`config.mk`:
```
export PLATFORM = sky130hd
export DESIGN_NAME = mpc_match
export DESIGN_NICKNAME = d
export VERILOG_FILES = /design/src/rtl/mpc_pkg.sv /design/src/rtl/mpc_match.sv
export SDC_FILE = /design/constraint.sdc
export NUM_CORES = 1
export LEC_CHECK = 0
export BUFFER_PORTS_ARGS = -buffer_cell sky130_fd_sc_hd__clkbuf_2
export CORE_ASPECT_RATIO = 1.1
export CORE_UTILIZATION = 55
export DETAILED_ROUTE_END_ITERATION = 10
export PLACE_DENSITY_LB_ADDON = 0.12
export SLEW_MARGIN = 15
export SYNTH_ARGS = -nofsm -noshare
export SYNTH_HDL_FRONTEND = slang
export SYNTH_SLANG_ARGS = --single-unit
```
`constraint.sdc`:
```
create_clock -name vclk -period 9.38
set_input_delay 0 -clock vclk [all_inputs]
set_output_delay 0 -clock vclk [all_outputs]
set_load 0.005 [all_outputs]
```
`src/rtl/mpc_pkg.sv`:
```
package mpc_pkg;

  typedef enum logic [1:0] {
    MATCH_OFF   = 2'd0,
    MATCH_TOR   = 2'd1,
    MATCH_RSVD  = 2'd2,
    MATCH_NAPOT = 2'd3
  } matchMode_e;

  typedef enum logic [1:0] {
    ACC_READ  = 2'd0,
    ACC_WRITE = 2'd1,
    ACC_FETCH = 2'd2,
    ACC_ALTRD = 2'd3
  } accType_e;

  typedef enum logic [1:0] {
    V_ALLOW = 2'd0,
    V_FAULT = 2'd1,
    V_SECV  = 2'd2
  } verdict_e;

  localparam logic [1:0] PRIV_MACHINE = 2'b11;

  // bit 7 lock, bit 6 reserved, bit 5 machine-only, bits 4:3 match mode, bits 2:0 XWR
  typedef struct packed {
    logic       lock;
    logic       rsvd;
    logic       mOnly;
    matchMode_e mode;
    logic       x;
    logic       w;
    logic       r;
  } entryCfg_t;

  // strobes from the write control to the register datapath
  typedef struct packed {
    logic cfgWe;
    logic addrWe;
    logic mmlSet;
  } regStrobe_t;

  function automatic verdict_e judgeEntry(entryCfg_t c, logic mml, logic isMachine,
                                          accType_e kind, logic mxrRead);
    logic       wantW;
    logic       wantX;
    logic       granted;
    logic [2:0] xwr;
    verdict_e   v;
    wantW   = (kind == ACC_WRITE);
    wantX   = (kind == ACC_FETCH);
    xwr     = {c.x, c.w, c.r};
    granted = wantX ? c.x : (wantW ? c.w : (c.r | (mxrRead & c.x)));
    if (!mml) begin
      if (isMachine && !c.mOnly && !c.lock) v = V_ALLOW;
      else                                  v = granted ? V_ALLOW : V_FAULT;
    end else if (xwr == 3'b000) begin
      v = V_FAULT;
    end else if (xwr == 3'b010) begin
      if (c.mOnly) v = wantX ? V_ALLOW : V_FAULT;
      else         v = wantX ? V_FAULT : V_ALLOW;
    end else if (!c.mOnly) begin
      if (isMachine) v = V_SECV;
      else           v = granted ? V_ALLOW : V_FAULT;
    end else begin
      if (!isMachine) v = V_FAULT;
      else            v = granted ? V_ALLOW : V_FAULT;
    end
    return v;
  endfunction

endpackage

```
`src/rtl/mpc_match.sv`:
```
module mpc_match
  import mpc_pkg::*;
#(
  parameter int N_ENTRIES = 8,
  parameter int ADDR_W    = 32,
  parameter int PW        = 30
) (
  input  logic                          clk,
  input  logic                          rstN,
  input  entryCfg_t [N_ENTRIES-1:0]     cfgQ,
  input  logic [N_ENTRIES-1:0][PW-1:0]  addrQ,
  input  logic                          mmlQ,
  input  logic [ADDR_W-1:0]             accAddr,
  input  logic [1:0]                    accType,
  input  logic [1:0]                    accPriv,
  input  logic                          mprv,
  input  logic [1:0]                    mpp,
  input  logic                          mxr,
  output logic                          allow,
  output logic                          fault,
  output logic                          secViol
);

  logic [PW-1:0]        wordAddr;
  logic [N_ENTRIES-1:0] hit;
  logic                 anyHit;
  entryCfg_t            selCfg;
  logic                 redirect;
  logic [1:0]           effPriv;
  logic                 isMachine;
  logic                 mxrRead;
  accType_e             kind;
  verdict_e             verdict;
  logic                 unusedLowBits;
  logic [N_ENTRIES-1:0] unusedRsvd;

  assign wordAddr      = accAddr[ADDR_W-1:2];
  assign unusedLowBits = ^accAddr[1:0];
  assign kind          = accType_e'(accType);

  for (genvar i = 0; i < N_ENTRIES; i++) begin : g_hit
    logic [PW-1:0] lowBound;
    logic [PW-1:0] napotMask;
    if (i == 0) begin : g_first
      assign lowBound = '0;
    end else begin : g_rest
      assign lowBound = addrQ[i-1];
    end
    assign napotMask     = ~(addrQ[i] ^ (addrQ[i] + PW'(1)));
    assign unusedRsvd[i] = cfgQ[i].rsvd;
    always_comb begin
      case (cfgQ[i].mode)
        MATCH_TOR:   hit[i] = (wordAddr >= lowBound) && (wordAddr < addrQ[i]);
        MATCH_NAPOT: hit[i] = ((wordAddr ^ addrQ[i]) & napotMask) == '0;
        default:     hit[i] = 1'b0;
      endcase
    end
  end

  // scan downward so the lowest matching index is the last to assign
  always_comb begin
    selCfg = '0;
    anyHit = 1'b0;
    for (int i = N_ENTRIES - 1; i >= 0; i--) begin
      if (hit[i]) begin
        selCfg = cfgQ[i];
        anyHit = 1'b1;
      end
    end
  end

  always_comb begin
    redirect  = (accPriv == PRIV_MACHINE) && mprv && (kind != ACC_FETCH);
    effPriv   = redirect ? mpp : accPriv;
    isMachine = (effPriv == PRIV_MACHINE);
    mxrRead   = redirect && !isMachine && mxr && (kind != ACC_WRITE) && (kind != ACC_FETCH);
    if (anyHit) verdict = judgeEntry(selCfg, mmlQ, isMachine, kind, mxrRead);
    else        verdict = isMachine ? V_ALLOW : V_FAULT;
  end

  assign allow   = (verdict == V_ALLOW);
  assign fault   = (verdict == V_FAULT);
  assign secViol = (verdict == V_SECV);

  AST_ONE_VERDICT: assert property (@(posedge clk) disable iff (!rstN)
    $onehot({allow, fault, secViol}));
  AST_SECV_NEEDS_MML: assert property (@(posedge clk) disable iff (!rstN)
    secViol |-> (mmlQ && isMachine && anyHit));
  AST_NO_HIT_DEFAULT: assert property (@(posedge clk) disable iff (!rstN)
    !anyHit |-> (allow == isMachine));
  AST_FETCH_KEEPS_PRIV: assert property (@(posedge clk) disable iff (!rstN)
    (kind == ACC_FETCH && accPriv == PRIV_MACHINE && !anyHit) |-> allow);

endmodule

```
==> reports/metrics.cfg <==
[final_layout]
seq_area_um2 = 0
clock_buffers = 0
nets = 2424
n_sequential_cell = 0
nFillCells = 1699
drive_gt1_share_pct = 19.9
final_core_util_pct = 67.8
area_growth_pct = 19.1
fin_area_um2 = 12100
fin_cells = 2066
antenna_cells = 0
multi_input_comb_area_um2 = 9140

[power_and_ir_drop]
p_leak_nw = 6.43
power_density_nw_per_um2 = 48.5
finalPower_mw = 0.588
max-vdd-ir-drop_mv = 0.0454

[timing]
rsz0062_at_grt = false
finalSetupTns_ns = 0
slew_viol_final = 0
max_slew_margin_pct = 41.7
hold_viol_final = 0
finalSetupViolCount = 0
worstMarginPinSlew_ns = 0.866
fmax_mhz = 227
finalHoldWorstSlack_ns = 0.374
fin_crit_sh_pct = 46.9
layout_setup_ws_ns = 4.98
fin_crit_ns = 4.40

[grt]
grt_pass1_wl_um = 62300
grt_max_degree = 13
grt_antenna_before_repair = 0
grt-ovfl-total = 0
grt_usage_pct = 41.3
grt_pass1_vias = 12451

[die]
coreArea_um2 = 17900
rows = 51
die_area_um2 = 19000
start_util_pct = 56.9
io_pins = 350
die_y_um = 145
die_width_um = 132

[critical_path]
crit_family = compound AO/OA/AOI/OAI gates
cp_common_cell = clkbuf_2
worstPathMaxFanout = 12
path_class = input pin to output pin
arrival_ns = 4.40
crit_path_end_kind = output pin
cpPeakStageDelay_ns = 0.62
worstPathCellList = clkbuf_2 > ha_1 > and3_1 > a221o_1 > a221oi_1 > o211ai_1 > or4b_1 > o21a_1 > nor3b_1 > a2111o_1 > o221ai_1 > nand2_1 > o22ai_1 > a2bb2oi_1 > o21ba_1 > clkbuf_2
cp_num_buf_inv = 2
required_ns = 9.38
cp-start-kind = input pin
crit_slowest_cell = or4b_1

[routing]
wirelength_um = 41400
first_pass_iters = 6
post-route-drc-count = 0
vias_per_cell = 6.59
drt_first_iter_violations = 1248
ant_nets = 0
vias = 13623
routedWlPerCell_um = 20.0

[placed_design]
pre_cts_ws_ns = 5.05
gp_congestion = 1.02
numPortBuffers = 338
dp.final_hpwl_um = 33700
placed_cells = 2066
placed_area_um2 = 12100

[worst_hold_path]
hp-class = input pin to output pin

[run]
cap_violations = 0

[logic_synthesis]
netlist_instances = 1500
synth.distinct_cells = 77
synth-seq-area-share_pct = 0
netlist_area_um2 = 10200
syn-num-nets = 2094
yosys_warnings = 0
avgSynthCellArea_um2 = 6.78

[cts]
cts-resized-gates = 0
postCtsHoldBufs = 0
postCtsSetupBuffers = 0

[status]
outcome = completed

placed cells by master (no fill, tap or decap), types with 12 or more instances in the layout:
master / n
clkbuf_2: 338
inv_1: 262
ha_1: 247
a21oi_1: 141
nand2_1: 91
nor2_1: 67
nand4_1: 65
a31oi_1: 56
o21ai_0: 55
nand3_1: 53
nor4_1: 52
nor3_1: 39
a41oi_1: 35
and3_1: 32
and4_1: 29
a211oi_1: 23
a21o_1: 17
o22ai_1: 17
o211ai_1: 16
o2111ai_1: 14
and2_1: 12
worst min-delay path: stages:
cell	delay [ns]
clkbuf_2	0.12
o211ai_2	0.10
inv_1	0.05
clkbuf_2	0.10
metal layers:
layer  part of all wire (%)  GRT usage (%)  vias up
met2                     43           67.9      820
met5                      0              0        -
li1                       -              -     6511
met4                    6.2           23.6        0
met3                     11           6.52      161
met1                     39           51.3     6131
cell type report:
cell class	count	area share (%)
inverter	262	8.12
tap	238	2.46
timing repair buffer	338	14.0
multi-input combinational	1228	75.5
power breakdown:
part	total, mW	switching [mW]	internal, mW
clock	0	0	0
combinational	0.588	0.347	0.241
sequential	0	0	0
total	0.588	0.347	0.241
cell usage after synthesis (5+ instances only):
cell / instances / share of area (%)
a31o_2: 5 / 0.43
a21oi_1: 141 / 6.9
nand4_1: 65 / 4.0
and3_1: 32 / 2.0
o21ai_0: 55 / 2.7
a21o_1: 17 / 1.3
a221oi_1: 11 / 0.95
o221ai_1: 10 / 0.86
a41oi_1: 35 / 3.0
o21bai_1: 7 / 0.52
nand2b_1: 5 / 0.31
inv_1: 262 / 9.7
o211ai_1: 16 / 1.2
xor2_1: 6 / 0.52
a211oi_1: 23 / 1.7
a22oi_1: 5 / 0.37
nand2_1: 91 / 3.4
nor4_1: 52 / 3.2
nor4_2: 5 / 0.62
ha_1: 247 / 30
nor2_1: 67 / 2.5
a31oi_1: 56 / 3.4
o31ai_1: 6 / 0.44
a32oi_1: 6 / 0.52
o22ai_1: 17 / 1.0
and4_1: 29 / 2.5
or4_1: 11 / 0.81
o21a_1: 8 / 0.59
nor2b_1: 11 / 0.68
o2111ai_1: 14 / 1.2
nor3_1: 39 / 1.9
and2_1: 12 / 0.74
nand3_1: 53 / 2.6
cell families (layout without fill, tap and decap cells):
family | count (synthesis) | in the layout | synth area share (%)
xor+xnor | 7 | 7 | 0.603
fa+ha+maj | 247 | 247 | 30.4
buf+inv | 272 | 600 | 10.1
simple gates | 498 | 498 | 27.5
compound gates | 476 | 476 | 31.3
final timing paths:
path | slack (ns) | startpoint | cells after the start | endpoint
setup / recovery | 4.98 | accAddr[13] | 16 | allow
hold / removal | 0.37 | mmlQ | 4 | secViol
(Power assumes the default switching activity.)
